===== src/rtl/bootseq_pkg.sv =====
package bootseq_pkg;

  localparam int SEQ_STATE_W = 4;
  localparam int SEQ_IDX_W   = SEQ_STATE_W + 1;
  localparam int SEQ_DEPTH   = 1 << SEQ_IDX_W;

  // strb_n order: {clear, run, write low, write high}, all active low
  typedef struct packed {
    logic [SEQ_STATE_W-1:0] nxt;    // next even state, stored halved
    logic [3:0]             strb_n;
    logic                   inc;    // bump the word counter
  } seq_word_t;

  // even state addresses (octal, as used by the index)
  localparam logic [SEQ_IDX_W-1:0] S_ENTRY = 5'o00;
  localparam logic [SEQ_IDX_W-1:0] S_HEAD  = 5'o10;
  localparam logic [SEQ_IDX_W-1:0] S_GAP   = 5'o12;
  localparam logic [SEQ_IDX_W-1:0] S_PREH  = 5'o14;
  localparam logic [SEQ_IDX_W-1:0] S_WRH   = 5'o16;
  localparam logic [SEQ_IDX_W-1:0] S_PAD0  = 5'o20;
  localparam logic [SEQ_IDX_W-1:0] S_PAD1  = 5'o22;
  localparam logic [SEQ_IDX_W-1:0] S_PREL  = 5'o24;
  localparam logic [SEQ_IDX_W-1:0] S_WRL   = 5'o26;
  localparam logic [SEQ_IDX_W-1:0] S_RUN   = 5'o36;

  localparam logic [3:0] STB_IDLE = 4'b1111;
  localparam logic [3:0] STB_CLR  = 4'b0111;
  localparam logic [3:0] STB_RUN  = 4'b1011;
  localparam logic [3:0] STB_WLO  = 4'b1101;
  localparam logic [3:0] STB_WHI  = 4'b1110;

  function automatic logic [SEQ_IDX_W-1:0] rev5(input logic [SEQ_IDX_W-1:0] a);
    logic [SEQ_IDX_W-1:0] r;
    for (int i = 0; i < SEQ_IDX_W; i++) r[i] = a[SEQ_IDX_W-1-i];
    return r;
  endfunction

  function automatic seq_word_t mk(input logic [SEQ_IDX_W-1:0] nxt_addr,
                                   input logic [3:0] s, input logic inc);
    seq_word_t w;
    w.nxt    = nxt_addr[SEQ_IDX_W-1:1];
    w.strb_n = s;
    w.inc    = inc;
    return w;
  endfunction

  // logical table, indexed by {state, status}
  function automatic seq_word_t seq_word(input logic [SEQ_IDX_W-1:0] idx);
    seq_word_t w;
    w = mk(S_ENTRY, STB_IDLE, 1'b0);
    case (idx)
      S_ENTRY, S_ENTRY | 5'd1: w = mk(S_HEAD, STB_CLR,  1'b0);
      S_HEAD:                  w = mk(S_GAP,  STB_IDLE, 1'b0);
      S_HEAD | 5'd1:           w = mk(S_RUN,  STB_CLR,  1'b0);
      S_GAP:                   w = mk(S_PREH, STB_IDLE, 1'b0);
      S_PREH:                  w = mk(S_WRH,  STB_WHI,  1'b0);
      S_WRH:                   w = mk(S_PAD0, STB_IDLE, 1'b0);
      S_PAD0:                  w = mk(S_PAD1, STB_IDLE, 1'b0);
      S_PAD1:                  w = mk(S_PREL, STB_IDLE, 1'b0);
      S_PREL:                  w = mk(S_WRL,  STB_WLO,  1'b0);
      S_WRL:                   w = mk(S_HEAD, STB_IDLE, 1'b1);
      S_RUN, S_RUN | 5'd1:     w = mk(S_RUN,  STB_RUN,  1'b0);
      default:                 w = mk(S_ENTRY, STB_IDLE, 1'b0);
    endcase
    return w;
  endfunction

endpackage


===== src/rtl/bootseq_image.sv =====
module bootseq_image
  import bootseq_pkg::*;
#(
  parameter bit IMG_REV = 1'b1
) (
  input  logic [SEQ_IDX_W-1:0] idx,
  output seq_word_t            word
);

  if (IMG_REV) begin : g_rev
    seq_word_t image [SEQ_DEPTH];
    for (genvar g = 0; g < SEQ_DEPTH; g++) begin : g_fill
      assign image[g] = seq_word(rev5(SEQ_IDX_W'(g)));
    end
    assign word = image[rev5(idx)];
  end else begin : g_lin
    seq_word_t image [SEQ_DEPTH];
    for (genvar g = 0; g < SEQ_DEPTH; g++) begin : g_fill
      assign image[g] = seq_word(SEQ_IDX_W'(g));
    end
    assign word = image[idx];
  end

endmodule


===== src/rtl/bootseq_apc.sv =====
module bootseq_apc #(
  parameter int CNT_W = 11
) (
  input  logic             clk,
  input  logic             rst_n,
  input  logic             clr,
  input  logic             inc,
  output logic [CNT_W-1:0] cnt
);

  localparam logic [CNT_W-1:0] ONE = {{(CNT_W-1){1'b0}}, 1'b1};

  always_ff @(posedge clk or negedge rst_n) begin
    if (!rst_n)   cnt <= '0;
    else if (clr) cnt <= '0;
    else if (inc) cnt <= cnt + ONE;
  end

endmodule


===== src/rtl/bootseq_fsm.sv =====
module bootseq_fsm
  import bootseq_pkg::*;
(
  input  logic                   clk,
  input  logic                   rst_n,
  input  logic [SEQ_STATE_W-1:0] nxt,
  input  logic [3:0]             strb_d,
  output logic [SEQ_STATE_W-1:0] state_q,
  output logic [3:0]             strb_q
);

  always_ff @(posedge clk or negedge rst_n) begin
    if (!rst_n) begin
      state_q <= '0;
      strb_q  <= STB_IDLE;
    end else begin
      state_q <= nxt;
      strb_q  <= strb_d;
    end
  end

endmodule


===== src/rtl/cs_boot_seq.sv =====
module cs_boot_seq
  import bootseq_pkg::*;
#(
  parameter int CNT_W   = 11,
  parameter bit IMG_REV = 1'b1
) (
  input  logic             clk,
  input  logic             rst_n,
  output logic [CNT_W-1:0] apc_o,
  output logic             apc_msb_o,
  output logic             clr_n_o,
  output logic             run_n_o,
  output logic             wlo_n_o,
  output logic             whi_n_o
);

  localparam int MSB = CNT_W - 1;

  logic [SEQ_STATE_W-1:0] state_q;
  logic [3:0]             strb_q;
  logic [CNT_W-1:0]       cnt;
  seq_word_t              word;

  bootseq_image #(.IMG_REV(IMG_REV)) u_image (
    .idx  ({state_q, cnt[MSB]}),
    .word (word)
  );

  bootseq_fsm u_fsm (
    .clk     (clk),
    .rst_n   (rst_n),
    .nxt     (word.nxt),
    .strb_d  (word.strb_n),
    .state_q (state_q),
    .strb_q  (strb_q)
  );

  bootseq_apc #(.CNT_W(CNT_W)) u_apc (
    .clk   (clk),
    .rst_n (rst_n),
    .clr   (~word.strb_n[3]),
    .inc   (word.inc),
    .cnt   (cnt)
  );

  assign apc_o     = cnt;
  assign apc_msb_o = cnt[MSB];
  assign clr_n_o   = strb_q[3];
  assign run_n_o   = strb_q[2];
  assign wlo_n_o   = strb_q[1];
  assign whi_n_o   = strb_q[0];

endmodule


===== config.mk =====
export PLATFORM = sky130hd
export DESIGN_NAME = cs_boot_seq
export DESIGN_NICKNAME = d
export VERILOG_FILES = /design/src/rtl/bootseq_pkg.sv /design/src/rtl/bootseq_image.sv /design/src/rtl/bootseq_apc.sv /design/src/rtl/bootseq_fsm.sv /design/src/rtl/cs_boot_seq.sv
export SDC_FILE = /design/constraint.sdc
export NUM_CORES = 1
export LEC_CHECK = 0
export BUFFER_PORTS_ARGS = -buffer_cell sky130_fd_sc_hd__buf_2
export CAP_MARGIN = 20
export CELL_PAD_IN_SITES_DETAIL_PLACEMENT = 1
export CELL_PAD_IN_SITES_GLOBAL_PLACEMENT = 1
export CORE_ASPECT_RATIO = 0.7
export CORE_UTILIZATION = 44
export CTS_BUF_LIST = sky130_fd_sc_hd__clkbuf_16
export DETAILED_ROUTE_END_ITERATION = 7
export HOLD_SLACK_MARGIN = 0.12
export PLACE_DENSITY = 0.8
export SETUP_SLACK_MARGIN = 0.2
export SYNTH_ARGS = -nofsm -noshare
export SYNTH_HDL_FRONTEND = slang
export SYNTH_SLANG_ARGS = --single-unit
export TNS_END_PERCENT = 100

===== constraint.sdc =====
create_clock -name clk -period 3.7 [get_ports clk]
set_input_delay 0.555 -clock clk [delete_from_list [all_inputs] [get_ports clk]]
set_output_delay 0.555 -clock clk [all_outputs]
set_load 0.01 [all_outputs]

==> flow_summary.ini <==
[run_status]
status = finished, final reports clean

[detailed_routing]
num_vias = 768
drtIter0Drc = 10
ant_nets = 0
drc = 0
wl_microns = 2300
vias_per_cell = 5.15
dr.pass1.iters = 4
wl_per_cell_microns = 15.4

[layout]
finalInstanceArea_sq_um = 1200
antennaDiodeCount = 0
layout-drive-gt1-share_pct = 23.1
utilization_pct = 55.7
num-nets-final = 127
stdcell_count = 149
areaGrowthSynthToFinish_pct = 18.4

[floorplanning]
die_w_microns = 59.4
die_area_sq_um = 2500
core_area_sq_um = 2150
rows = 14
ios = 18
die_h_microns = 42.2
start_util_pct = 47.0

[logic_synthesis]
synth-edff-count = 0
yosys_register_bits = 19
synth.largest_area_cell = dfrtp_1
synth_commonest_cells = 15 x dfrtp_1, 13 x nor2_1, 10 x nand2_1
synth-main-ff-cell = dfrtp_1
synth_area_leaders = dfrtp_1 37%, dfstp_2 10%, ha_1 8.6%, xnor2_1 6.0%, nor2_1 4.8%
yosysSeqAreaShare_pct = 47.4
yosysMostFrequentCell = dfrtp_1
synth_top_area_share_pct = 37.0
syn-cell-area_sq_um = 1010
ys_types = 29
async_flop_share_pct = 100
yosys_warnings = 0
avgSynthCellArea_sq_um = 10.1
synth_nets = 109
synthCells = 100

[run]
maxCapViolCount = 0

[cts]
clkLatencyLatePin_ns = 0.25
cts_tree = built
cts_resized = 0
post_cts_buffers = 0
cts_hold_buffers = 0
cts_sinks = 19
htree_num_levels = 1
cts_root_buf = clkbuf_16
path_clk_slew_ns = 0.05
clock_path_buffers = 2
cts_inserted_buffers = 3

[worst_setup_path]
critical_path_required_ns = 3.82
rr_worst_depth = 6
critPathKind = reg -> reg
critPathMaxFanout = 8
end_kind = register
worstPathArrival_ns = 2.04
start_kind = register

[hold_path]
hp-class = in -> async

[power]
peakVddDrop_v = 0.000219
power.density_nw_per_um2 = 358
p_leak_nw = 0.575

[placement]
dp_cells = 144
finalWeightedCongestion = 0.763
port_buffers = 17
dp_slack_ns = 1.64
dpl-instance-area_sq_um = 1110
hpwlAfterDp_microns = 1630

[timing]
skew_ns = 0.00190
timing.slew.headroom_pct = 68.9
worst_pin_slew_ns = 0.462
max_freq_mhz = 522
min_period_ns = 1.92
fin_setup_tns_ns = 0
slew_violations = 0
timing.final.crit_share_pct = 51.8
worst_slack_ns = 1.78
rsz0062_at_grt = false
setup_viol_count_final = 0
final_hold_viol_count = 0

[grt]
grt_overflow = 0
grt_max_degree = 20
antenna_found_initial = 0
grt_usage_pct = 22.3
grt_pass1_vias = 792
grt_pass1_wl_microns = 4000
through the flow:
| step | power, mW | hold slack (ns) |
|---|---|---|
| final | 0.430 | 0.235 |
| after global routing | 0.442 | 0.272 |
| after CTS | 0.435 | 0.246 |
| after detailed placement | 0.216 | 0.513 |
| after global placement | 0.216 | 0.504 |
| after floorplan | 0.212 | 0.259 |
area by class of cell:
class                      count  area (sq um)
timing repair buffer          18          92.6
tap                           32          40.0
clock buffer                   3          75.1
sequential                    19           480
fill                         243           955
clock inverter                 1          5.00
multi-input combinational     72           492
inverter                       4          15.0
kinds of logic after synthesis:
| logic type | share of synthesized area (%) |
|---|---|
| and+or+nand+nor | 23.2 |
| DFF | 47.4 |
| AOI/OAI and AO/OA | 5.93 |
| xor gates and xnor gates | 7.78 |
| buffers and inverters | 4.07 |
| adders and majority gates | 8.64 |
| muxes | 2.96 |
placed cells by master, fill, tap and decap left out, drive strengths merged, types with 2 or more instances in the layout:
cell type | Yosys | final
buf | 4 | 17
dfrtp | 15 | 15
nor2 | 13 | 13
nand2 | 10 | 10
xnor2 | 7 | 7
ha | 7 | 7
nand3 | 5 | 5
inv | 4 | 4
nor4 | 4 | 4
dfstp | 4 | 4
clkbuf | 1 | 4
mux2i | 3 | 3
nor3 | 2 | 2
nor3b | 2 | 2
nor2b | 2 | 2
o21ai | 2 | 2
a21oi | 2 | 2
nand4 | 2 | 2
xor2 | 2 | 2
state kept, by name, indices dropped and copies added, names as in the netlist:
signal	cells
u_apc.cnt	11
u_fsm.state_q	4
u_fsm.strb_q	4
final timing paths:
| kind | startpoint | slack (ns) | endpoint |
|---|---|---|---|
| worst max-delay path | u_fsm.state_q[2]$_DFF_PN0_ | 1.78 | u_apc.cnt[9]$_DFFE_PN0P_ |
| worst min register to register | u_apc.cnt[8]$_DFFE_PN0P_ | 0.59 | u_apc.cnt[8]$_DFFE_PN0P_ |
| worst max register to register | u_fsm.state_q[2]$_DFF_PN0_ | 1.78 | u_apc.cnt[9]$_DFFE_PN0P_ |
| max in group asynchronous | rst_n | 3.14 | u_fsm.strb_q[2]$_DFF_PN1_ |
| worst min-delay path | rst_n | 0.24 | u_apc.cnt[1]$_DFFE_PN0P_ |
| min in group clk | u_apc.cnt[8]$_DFFE_PN0P_ | 0.59 | u_apc.cnt[8]$_DFFE_PN0P_ |
layer usage:
| metal | up-vias | wire length (microns) | GRT usage [%] |
|---|---|---|---|
| met1 | 370 | 1100 | 30.5 |
| li1 | 375 | - | - |
| met5 | - | 0 | 0 |
| met2 | 21 | 1070 | 34.8 |
| met3 | 2 | 110 | 6.48 |
| met4 | 0 | 9 | 4.76 |
power by group:
group	switching (mW)	leakage (nW)	total, mW	internal [mW]
clock network	0.0727	0.0409	0.217	0.145
registers	0	0.237	0.208	0.208
logic	0.00377	0.298	0.00415	0.000381
critical path, cell delays in order, from the launching register on:
cell and delay [ns]:
dfrtp_1 0.46, inv_1 0.12, ha_1 0.27, nand4b_4 0.19
nor4_1 0.50, xnor2_1 0.19, nor2_1 0.07
Note: power is estimated with default switching activity, not from simulation.
